===== config.mk =====
export PLATFORM = sky130hd
export DESIGN_NAME = chop_bridge_ctrl
export DESIGN_NICKNAME = d
export VERILOG_FILES = /design/src/rtl/chop_pkg.sv /design/src/rtl/chop_timer.sv /design/src/rtl/chop_level_map.sv /design/src/rtl/chop_fsm.sv /design/src/rtl/chop_bridge_ctrl.sv
export SDC_FILE = /design/constraint.sdc
export NUM_CORES = 1
export LEC_CHECK = 0
export ABC_AREA = 1
export CORE_MARGIN = 2
export CORE_UTILIZATION = 54
export DETAILED_ROUTE_END_ITERATION = 10
export PLACE_DENSITY = 0.75
export SLEW_MARGIN = 20
export SYNTH_ARGS = -nofsm -noshare
export SYNTH_HDL_FRONTEND = slang
export SYNTH_SLANG_ARGS = --single-unit

===== constraint.sdc =====
create_clock -name clk -period 2.2 [get_ports clk]
set_clock_uncertainty 0.2 [all_clocks]
set_input_delay 0.44 -clock clk [delete_from_list [all_inputs] [get_ports clk]]
set_output_delay 0.44 -clock clk [all_outputs]
set_load 0.1 [all_outputs]

===== src/rtl/chop_pkg.sv =====
package chop_pkg;

    typedef enum logic [2:0] {
        ST_IDLE,
        ST_PRE_DEAD,
        ST_DRIVE,
        ST_TRIP_DEAD,
        ST_RECIRC,
        ST_RESUME_DEAD
    } chop_state_e;

    typedef struct packed {
        logic hi_a;
        logic lo_a;
        logic hi_b;
        logic lo_b;
    } gate_t;

    localparam int unsigned TMR_DEAD  = 0;
    localparam int unsigned TMR_BLANK = 1;
    localparam int unsigned TMR_OFF   = 2;
    localparam int unsigned TMR_COUNT = 3;

    localparam logic [1:0] LVL_ZERO_CODE = 2'b11;

    // Level code to reference select: 00->3, 01->2, 10->1, 11->0
    function automatic logic [1:0] level_to_ref(input logic [1:0] code);
        logic [1:0] r;
        unique case (code)
            2'b00:   r = 2'd3;
            2'b01:   r = 2'd2;
            2'b10:   r = 2'd1;
            default: r = 2'd0;
        endcase
        return r;
    endfunction

endpackage


===== src/rtl/chop_timer.sv =====
module chop_timer #(
    parameter int unsigned LOAD = 1
) (
    input  logic clk,
    input  logic rst_n,
    input  logic start,
    output logic expired
);
    localparam int W = $clog2(LOAD + 2);

    logic [W-1:0] cnt;

    always_ff @(posedge clk or negedge rst_n) begin
        if (!rst_n) begin
            cnt <= '0;
        end else if (start) begin
            cnt <= W'(LOAD);
        end else if (cnt != '0) begin
            cnt <= cnt - 1'b1;
        end
    end

    assign expired = (cnt == '0);

    // counter never exceeds its load value
    a_r8_timer_bound: assert property (@(posedge clk) disable iff (!rst_n)
        cnt <= W'(LOAD));

    // once expired, it stays expired until restarted
    a_r8_timer_stays_done: assert property (@(posedge clk) disable iff (!rst_n)
        (expired && !start) |=> expired);

endmodule


===== src/rtl/chop_level_map.sv =====
module chop_level_map
    import chop_pkg::*;
(
    input  logic       clk,
    input  logic       rst_n,
    input  logic [1:0] lvl_code,
    output logic [1:0] ref_sel,
    output logic       zero_req
);
    always_ff @(posedge clk or negedge rst_n) begin
        if (!rst_n) begin
            ref_sel <= 2'd0;
        end else begin
            ref_sel <= level_to_ref(lvl_code);
        end
    end

    assign zero_req = (lvl_code == LVL_ZERO_CODE);

    // zero code yields reference 0 one cycle later
    a_r2_zero_ref: assert property (@(posedge clk) disable iff (!rst_n)
        (lvl_code == 2'b11) |=> (ref_sel == 2'd0));

    // full code yields the highest reference one cycle later
    a_r2_full_ref: assert property (@(posedge clk) disable iff (!rst_n)
        (lvl_code == 2'b00) |=> (ref_sel == 2'd3));

endmodule


===== src/rtl/chop_fsm.sv =====
module chop_fsm
    import chop_pkg::*;
(
    input  logic  clk,
    input  logic  rst_n,
    input  logic  phase,
    input  logic  trip,
    input  logic  fault,
    input  logic  zero_req,
    input  logic  dead_exp,
    input  logic  blank_exp,
    input  logic  off_exp,
    output logic  dead_start,
    output logic  blank_start,
    output logic  off_start,
    output gate_t gates
);
    chop_state_e st, nxt;
    logic        ph;
    logic        ph_load;

    // State register and latched direction
    always_ff @(posedge clk or negedge rst_n) begin
        if (!rst_n) begin
            st <= ST_IDLE;
            ph <= 1'b0;
        end else begin
            st <= nxt;
            if (ph_load) begin
                ph <= phase;
            end
        end
    end

    // Next state and timer starts
    always_comb begin
        nxt         = st;
        dead_start  = 1'b0;
        blank_start = 1'b0;
        off_start   = 1'b0;
        ph_load     = 1'b0;
        if (fault || zero_req) begin
            nxt = ST_IDLE;
        end else if (st != ST_IDLE && phase != ph) begin
            nxt        = ST_PRE_DEAD;
            dead_start = 1'b1;
            ph_load    = 1'b1;
        end else begin
            unique case (st)
                ST_IDLE: begin
                    nxt        = ST_PRE_DEAD;
                    dead_start = 1'b1;
                    ph_load    = 1'b1;
                end
                ST_PRE_DEAD: begin
                    if (dead_exp) begin
                        nxt         = ST_DRIVE;
                        blank_start = 1'b1;
                    end
                end
                ST_DRIVE: begin
                    if (blank_exp && trip) begin
                        nxt        = ST_TRIP_DEAD;
                        dead_start = 1'b1;
                        off_start  = 1'b1;
                    end
                end
                ST_TRIP_DEAD: begin
                    if (dead_exp) begin
                        nxt = ST_RECIRC;
                    end
                end
                ST_RECIRC: begin
                    if (off_exp) begin
                        nxt        = ST_RESUME_DEAD;
                        dead_start = 1'b1;
                    end
                end
                ST_RESUME_DEAD: begin
                    if (dead_exp) begin
                        nxt         = ST_DRIVE;
                        blank_start = 1'b1;
                    end
                end
                default: nxt = ST_IDLE;
            endcase
        end
    end

    // Gate outputs decoded from state and latched direction
    always_comb begin
        gates = '0;
        unique case (st)
            ST_DRIVE: begin
                if (ph) begin
                    gates.hi_a = 1'b1;
                    gates.lo_b = 1'b1;
                end else begin
                    gates.hi_b = 1'b1;
                    gates.lo_a = 1'b1;
                end
            end
            ST_TRIP_DEAD, ST_RESUME_DEAD: begin
                if (ph) begin
                    gates.lo_b = 1'b1;
                end else begin
                    gates.lo_a = 1'b1;
                end
            end
            ST_RECIRC: begin
                gates.lo_a = 1'b1;
                gates.lo_b = 1'b1;
            end
            default: gates = '0;
        endcase
    end

    // an on-period always drives exactly two switches
    a_r5_drive_pair: assert property (@(posedge clk) disable iff (!rst_n)
        (st == ST_DRIVE) |-> ($countones(gates) == 2));

    // inside the blanking window the drive pattern does not change
    a_r6_blank_holds: assert property (@(posedge clk) disable iff (!rst_n)
        (st == ST_DRIVE && !blank_exp && !fault && !zero_req && phase == ph)
        |=> $stable(gates));

    // an unblanked trip removes both high sides and keeps one low side
    a_r7_trip_drops_high: assert property (@(posedge clk) disable iff (!rst_n)
        (st == ST_DRIVE && blank_exp && trip && !fault && !zero_req && phase == ph)
        |=> (!gates.hi_a && !gates.hi_b && (gates.lo_a != gates.lo_b)));

    // a direction change clears every gate next cycle
    a_r10_flip_all_off: assert property (@(posedge clk) disable iff (!rst_n)
        (st != ST_IDLE && phase != ph && !fault && !zero_req) |=> (gates == '0));

    // high side only turns on after its own low side was off
    a_r9_hi_a_gap: assert property (@(posedge clk) disable iff (!rst_n)
        $rose(gates.hi_a) |-> !$past(gates.lo_a));
    a_r9_hi_b_gap: assert property (@(posedge clk) disable iff (!rst_n)
        $rose(gates.hi_b) |-> !$past(gates.lo_b));

endmodule


===== src/rtl/chop_bridge_ctrl.sv =====
module chop_bridge_ctrl
    import chop_pkg::*;
#(
    parameter int unsigned OFF_CYC   = 3000,
    parameter int unsigned BLANK_CYC = 100,
    parameter int unsigned DEAD_CYC  = 50
) (
    input  logic       clk,
    input  logic       rst_n,
    input  logic       phase_in,
    input  logic [1:0] lvl_code,
    input  logic       trip_in,
    input  logic       overtemp_in,
    input  logic       undervolt_in,
    output logic       gate_hi_a,
    output logic       gate_lo_a,
    output logic       gate_hi_b,
    output logic       gate_lo_b,
    output logic [1:0] ref_sel
);
    localparam int unsigned TMR_LOAD [TMR_COUNT] = '{DEAD_CYC - 1, BLANK_CYC, OFF_CYC - 1};

    logic [TMR_COUNT-1:0] tmr_start;
    logic [TMR_COUNT-1:0] tmr_exp;
    logic                 zero_req;
    logic                 fault;
    gate_t                gates;

    assign fault = overtemp_in | undervolt_in;

    for (genvar g = 0; g < TMR_COUNT; g++) begin : g_tmr
        chop_timer #(
            .LOAD (TMR_LOAD[g])
        ) i_tmr (
            .clk     (clk),
            .rst_n   (rst_n),
            .start   (tmr_start[g]),
            .expired (tmr_exp[g])
        );
    end

    chop_level_map i_level (
        .clk      (clk),
        .rst_n    (rst_n),
        .lvl_code (lvl_code),
        .ref_sel  (ref_sel),
        .zero_req (zero_req)
    );

    chop_fsm i_fsm (
        .clk         (clk),
        .rst_n       (rst_n),
        .phase       (phase_in),
        .trip        (trip_in),
        .fault       (fault),
        .zero_req    (zero_req),
        .dead_exp    (tmr_exp[TMR_DEAD]),
        .blank_exp   (tmr_exp[TMR_BLANK]),
        .off_exp     (tmr_exp[TMR_OFF]),
        .dead_start  (tmr_start[TMR_DEAD]),
        .blank_start (tmr_start[TMR_BLANK]),
        .off_start   (tmr_start[TMR_OFF]),
        .gates       (gates)
    );

    assign gate_hi_a = gates.hi_a;
    assign gate_lo_a = gates.lo_a;
    assign gate_hi_b = gates.hi_b;
    assign gate_lo_b = gates.lo_b;

    // any fault flag clears all gates next cycle
    a_r4_fault_gates_off: assert property (@(posedge clk) disable iff (!rst_n)
        (overtemp_in || undervolt_in)
        |=> !(gate_hi_a || gate_lo_a || gate_hi_b || gate_lo_b));

    // zero-current code clears all gates next cycle
    a_r3_zero_gates_off: assert property (@(posedge clk) disable iff (!rst_n)
        (lvl_code == 2'b11)
        |=> !(gate_hi_a || gate_lo_a || gate_hi_b || gate_lo_b));

    // no shoot-through on either leg
    a_r9_leg_a_excl: assert property (@(posedge clk) disable iff (!rst_n)
        !(gate_hi_a && gate_lo_a));
    a_r9_leg_b_excl: assert property (@(posedge clk) disable iff (!rst_n)
        !(gate_hi_b && gate_lo_b));

endmodule


After elaboration in Yosys (flattened, before gate mapping)
Cells that the tools add are included.
{ "totals": {"input_bits": 8, "output_inout_bits": 6, "reg_bits": 31, "wordCells": 78} }
{ "op_classes": {"addsub": 3, "n_reduce_logical": 19, "eq_ne": 13, "muxes": 36, "bitwise": 1} }
{ "ops": {"columns": ["op", "n"], "rows": [
  ["12-bit two-way mux", 2],
  ["1-bit two-way mux", 18],
  ["3-bit two-way mux", 6],
  ["3-bit one-hot mux with 5 select lines", 1],
  ["7-bit two-way mux", 2],
  ["12-bit zero test", 1],
  ["6-bit two-way mux", 2],
  ["12-bit nonzero test", 1],
  ["12-bit by 1-bit subtractor with 12-bit output, second input constant", 1],
  ["4-bit by 1-bit != test with 1-bit output, second input constant", 2],
  ["4-bit by 2-bit != test with 1-bit output, second input constant", 2],
  ["7-bit zero test", 1],
  ["7-bit nonzero test", 1],
  ["7-bit by 1-bit subtractor with 7-bit output, second input constant", 1],
  ["3-bit by 2-bit == test with 1-bit output, second input constant", 2],
  ["3-bit == test, second input constant", 2],
  ["6-bit zero test", 1],
  ["1-bit one-hot mux with 3 select lines", 2],
  ["2-bit one-hot mux with 3 select lines", 1],
  ["2-bit nonzero test", 3],
  ["6-bit nonzero test", 1],
  ["6-bit by 1-bit subtractor with 6-bit output, second input constant", 1],
  ["2-bit == test, second input constant", 2],
  ["4-bit AND reduction", 1],
  ["13 further kinds", 15]
]} }

Logic depth before layout (Yosys ltp)
{ "depth": {"depth_word": 7, "depth_mapped": 11, "depth_no_buf": 11} }

By module
Synthesis repeated with hierarchy kept, for this count alone.
{ "unflattened": {"cells_unflattened": 287, "hier_area_um2": 2147.1} }
{ "by_module_without_submodules": {"columns": ["module", "cells_each", "seq_area_each_um2", "instances", "area_per_inst_um2"], "rows": [
  ["chop_timer at g_tmr[2].i_tmr", 115, 300.3, 1, 837.1],
  ["chop_timer at g_tmr[1].i_tmr", 54, 175.2, 1, 437.9],
  ["chop_fsm", 61, 100.1, 1, 415.4],
  ["chop_timer at g_tmr[0].i_tmr", 48, 150.1, 1, 380.4],
  ["chop_level_map", 6, 50.0, 1, 65.1],
  ["chop_bridge_ctrl", 3, 0.0, 1, 11.3]
]} }

Least setup slack after synthesis
OpenSTA, ideal clock, no wires.
{ "synth_timing": {"path_type": "reg-to-output", "startpoint": "reg i_fsm.st[0]", "endpoint": "out gate_lo_a", "arrival_ns": 2.966, "path_stages_with_launch": 7, "t_required_ns": 1.560, "setup_slack_ns": -1.406, "n_path_buf": 0, "path_cell_list": "dfrtp_1 inv_2 nor2_1 inv_1 o21ai_0 inv_1 o21ai_0"} }
{ "synth_via": {"elab_chain_len": 3, "word_cells_on_any_way": 6, "cone_classes": "eq/ne: 4; mux: 1; reduce/logical: 1"} }
{ "synth_lines": {"columns": ["element", "line", "source"], "rows": [
  ["from (decl)", "chop_fsm.sv:18", "chop_state_e st, nxt;"],
  ["from (signal assigned)", "chop_fsm.sv:28", "st <= nxt;"],
  ["3-bit by 2-bit == test with 1-bit output / 3-bit == test (equally long branches)", "chop_fsm.sv:93", "unique case (st)"],
  ["2-bit OR reduction", "chop_fsm.sv:93", null],
  ["1-bit one-hot mux with 3 select lines *", "chop_fsm.sv:93", null],
  ["to (decl)", "chop_bridge_ctrl.sv:16", "output logic gate_lo_a,"]
]} }
Mark *: on every way between the ends. The rest lies on a longest branch, timed or not.

Worst setup path after layout
{ "layout_timing": {"startpoint": "reg i_fsm.st[1]", "endpoint": "out gate_lo_b"} }
{ "layout_via": {"elab_chain_len": 3, "word_cells_on_any_way": 6, "cone_classes": "eq/ne: 4; mux: 1; reduce/logical: 1"} }
{ "layout_lines": {"columns": ["element", "line", "source"], "rows": [
  ["3-bit by 2-bit == test with 1-bit output / 3-bit == test (equally long branches)", "chop_fsm.sv:93", null],
  ["3-bit OR reduction (no line)", null, null],
  ["1-bit one-hot mux with 2 select lines *", "chop_fsm.sv:93", null],
  ["to (decl)", "chop_bridge_ctrl.sv:18", "output logic gate_lo_b,"]
]} }
Marks and branches as above.

==> out/metrics.cfg <==
[floorplanning]
die_h_um=63.0
coreArea_um2=3340
dieArea_um2=3970
start_util_pct=56.4
rows=21
die_x_um=63.0
ios=14

[setup_path]
cp_slowest_cell=dfrtp_2
worstPathBufferInverterCount=3
critical_path.max_fanout=4
r2r-end=g_tmr[0].i_tmr.cnt[2]
crit_family=flip-flops
max_stage_delay_ns=0.46
cpMostUsedCell=inv_2
reg2reg_from=g_tmr[1].i_tmr.cnt[0]
critPathLaunchType=flop
rrSetupSlack_ns=0.31
crit_path_cell_trace=nor2_4 > inv_2 > o21ai_2 > inv_2 > o21ai_4 > buf_12
criticalPathCategory=reg2out
cp.arrival_ns=1.57
ff2ff_path_depth=11
crit_required_ns=1.56
critPathCaptureType=output pin

[grt]
grt_pass1_vias=1611
antenna_found_initial=0
track_usage_pct=22.1
grt_max_degree=32
overflow=0
grt_first_pass_wirelength_um=6780

[clock_network]
clk_pin_slew_worst_paths_ns=0.09
cts_buffers=5
root_buffer=clkbuf_4
cts_hold_buf=0
cts_sinks=31
clk_latency_ns=0.33
cts_tree=yes
htreeDepth=2
clock_path_buffers=2

[final_layout]
area_growth_pct=19.8
antenna_cells=0
multi_input_area_um2=996
layout.nets=283
seqCellArea_um2=778
drive_gt1_share_pct=23.0
final_cell_count_no_fill=315
utilization_pct=67.6
fillers=287

[detailed_routing]
via_per_inst=5.07
vias=1596
ant_nets=0
first_pass_iters=4
drt_iter0_drc=63
detail_route.wirelength_um=3790
wire_per_inst_um=12.0
drc=0

[synth]
ys.warnings.count=0
synth_edf_count=0
synth_area_um2=1880
ys_ff_latch=31
synth_cell_type_count=28
async_reset_ff_share_pct=100
synthFlopType=dfrtp_1
syn-num-nets=256
seq_area_frac_synth_pct=41.2
syn_inst=243
syn_avg_cell_area_um2=7.74

[pwr]
leakage_uw=0.00107
power_uw=1670
vdd_ir_drop_max_v=0.000425
pwr_density_cell_nw_per_um2=741

[status]
violations=setup timing
status=finished with violations

[worst_hold_path]
hp-class=in2async

[placement]
dp.cells=303
io_buffer_count=13
place_congestion=0.887
hpwl_um=2800

[timing]
setup_viol_count_final=2
hold_viol_final=0
fin_crit_sh_pct=100
fin_ws_ns=-0.00787
drv_slew=0
rsz0062_at_grt=true
fin_crit_ns=2.21
max_freq_mhz=453
max_slew_margin_pct=72.7
tightest_slew_ns=0.406

[flow_run]
maxCapViolations=0

where the power goes:
part           switching, µW  internal [µW]
clock network            173            113
logic                    340            234
registers                113            697
layout make-up:
cell class	count	share of cell area, %
well taps	46	2.55
inverters	43	7.27
multi-input cells	169	44.2
flip-flops and latches	31	34.5
repair buffers	20	9.66
clock buffers	6	1.83
what timing repair did:
| action | 4_1_cts | 5_1_grt |
|---|---|---|
| buffers inserted | 3 | 3 |
| gates resized for setup | 7 | 7 |
| pin swaps | 3 | 5 |
| endpoints found under the hold margin | 0 | 0 |
| setup endpoints to repair | 2 | 4 |
cell usage in the layout, fill, tap and decap left out, types with 4 or more instances in the layout:
master           count
xor2_1               7
inv_1               34
nand4_1              4
nor2_2               9
clkbuf_4             5
inv_2                8
o21ai_0              8
nand2_1             47
a21oi_1              8
nor2_1              22
nor2_4               6
buf_4                9
ha_1                 5
nor3_1               6
nand2_2              5
buf_12               4
clkdlybuf4s50_1      7
dfrtp_1             29
nand3_1             21
cell usage after synthesis, drive strengths merged (2+ instances only):
library cell,count,area share (%)
o21ai,12,3.4
dfrtp,31,41
nand4,4,1.3
xnor2,2,0.93
nand3,25,8.1
ha,5,3.3
nand3b,3,1.2
inv,43,8.6
nor2,38,10
nor3,8,3.0
nand2,52,11
xor2,7,3.3
a21oi,8,2.1
layer usage:
layer | wire length [µm] | GRT usage (%) | part of all wire, %
met5 | 0 | 0 | 0
met4 | 55 | 10.8 | 1.5
met3 | 131 | 6.31 | 3.5
met2 | 1860 | 36.6 | 49
met1 | 1740 | 26.1 | 46
state kept, by name, indices dropped and copies added (netlist names):
signal	count
g_tmr.i_tmr.cnt	25
i_fsm.st	3
i_level.ref_sel	2
i_fsm.ph	1
cells by family (layout without fill, tap and decap cells):
group	count (synthesis)	in the layout	synth area share [%]
buffers and inverters	43	69	8.58
AOI/OAI and AO/OA	23	23	6.72
and+or+nand+nor	132	132	36.0
adders and majority gates	5	5	3.32
xor gates and xnor gates	9	9	4.19
DFF	31	31	41.2
per-stage QoR:
stage	setup TNS, ns	hold WS [ns]	worst slack, ns	cell area (µm²)
2_1_floorplan	-0.275	-0.0556	-0.137	1900
3_3_place_gp	0	0.301	0.207	2130
3_5_place_dp	0	0.326	0.170	2130
4_1_cts	-0.0349	0.301	-0.0283	2210
5_1_grt	-0.175	0.342	-0.0646	2250
6_report	-0.0118	0.302	-0.00787	2250
worst max-delay path by stage:
stage | start | end | slack (ns) | cells after the start
after floorplan | i_fsm.st[0] | gate_lo_a | -0.14 | 6
after global placement | phase_in | g_tmr[2].i_tmr.cnt[9] | 0.21 | 7
after detailed placement | phase_in | i_fsm.st[0] | 0.17 | 7
after CTS | i_fsm.st[0] | gate_lo_a | -0.03 | 7
after global routing | i_fsm.st[1] | gate_lo_b | -0.06 | 6
final | i_fsm.st[1] | gate_lo_b | -0.008 | 6
(Power assumes the default switching activity.)
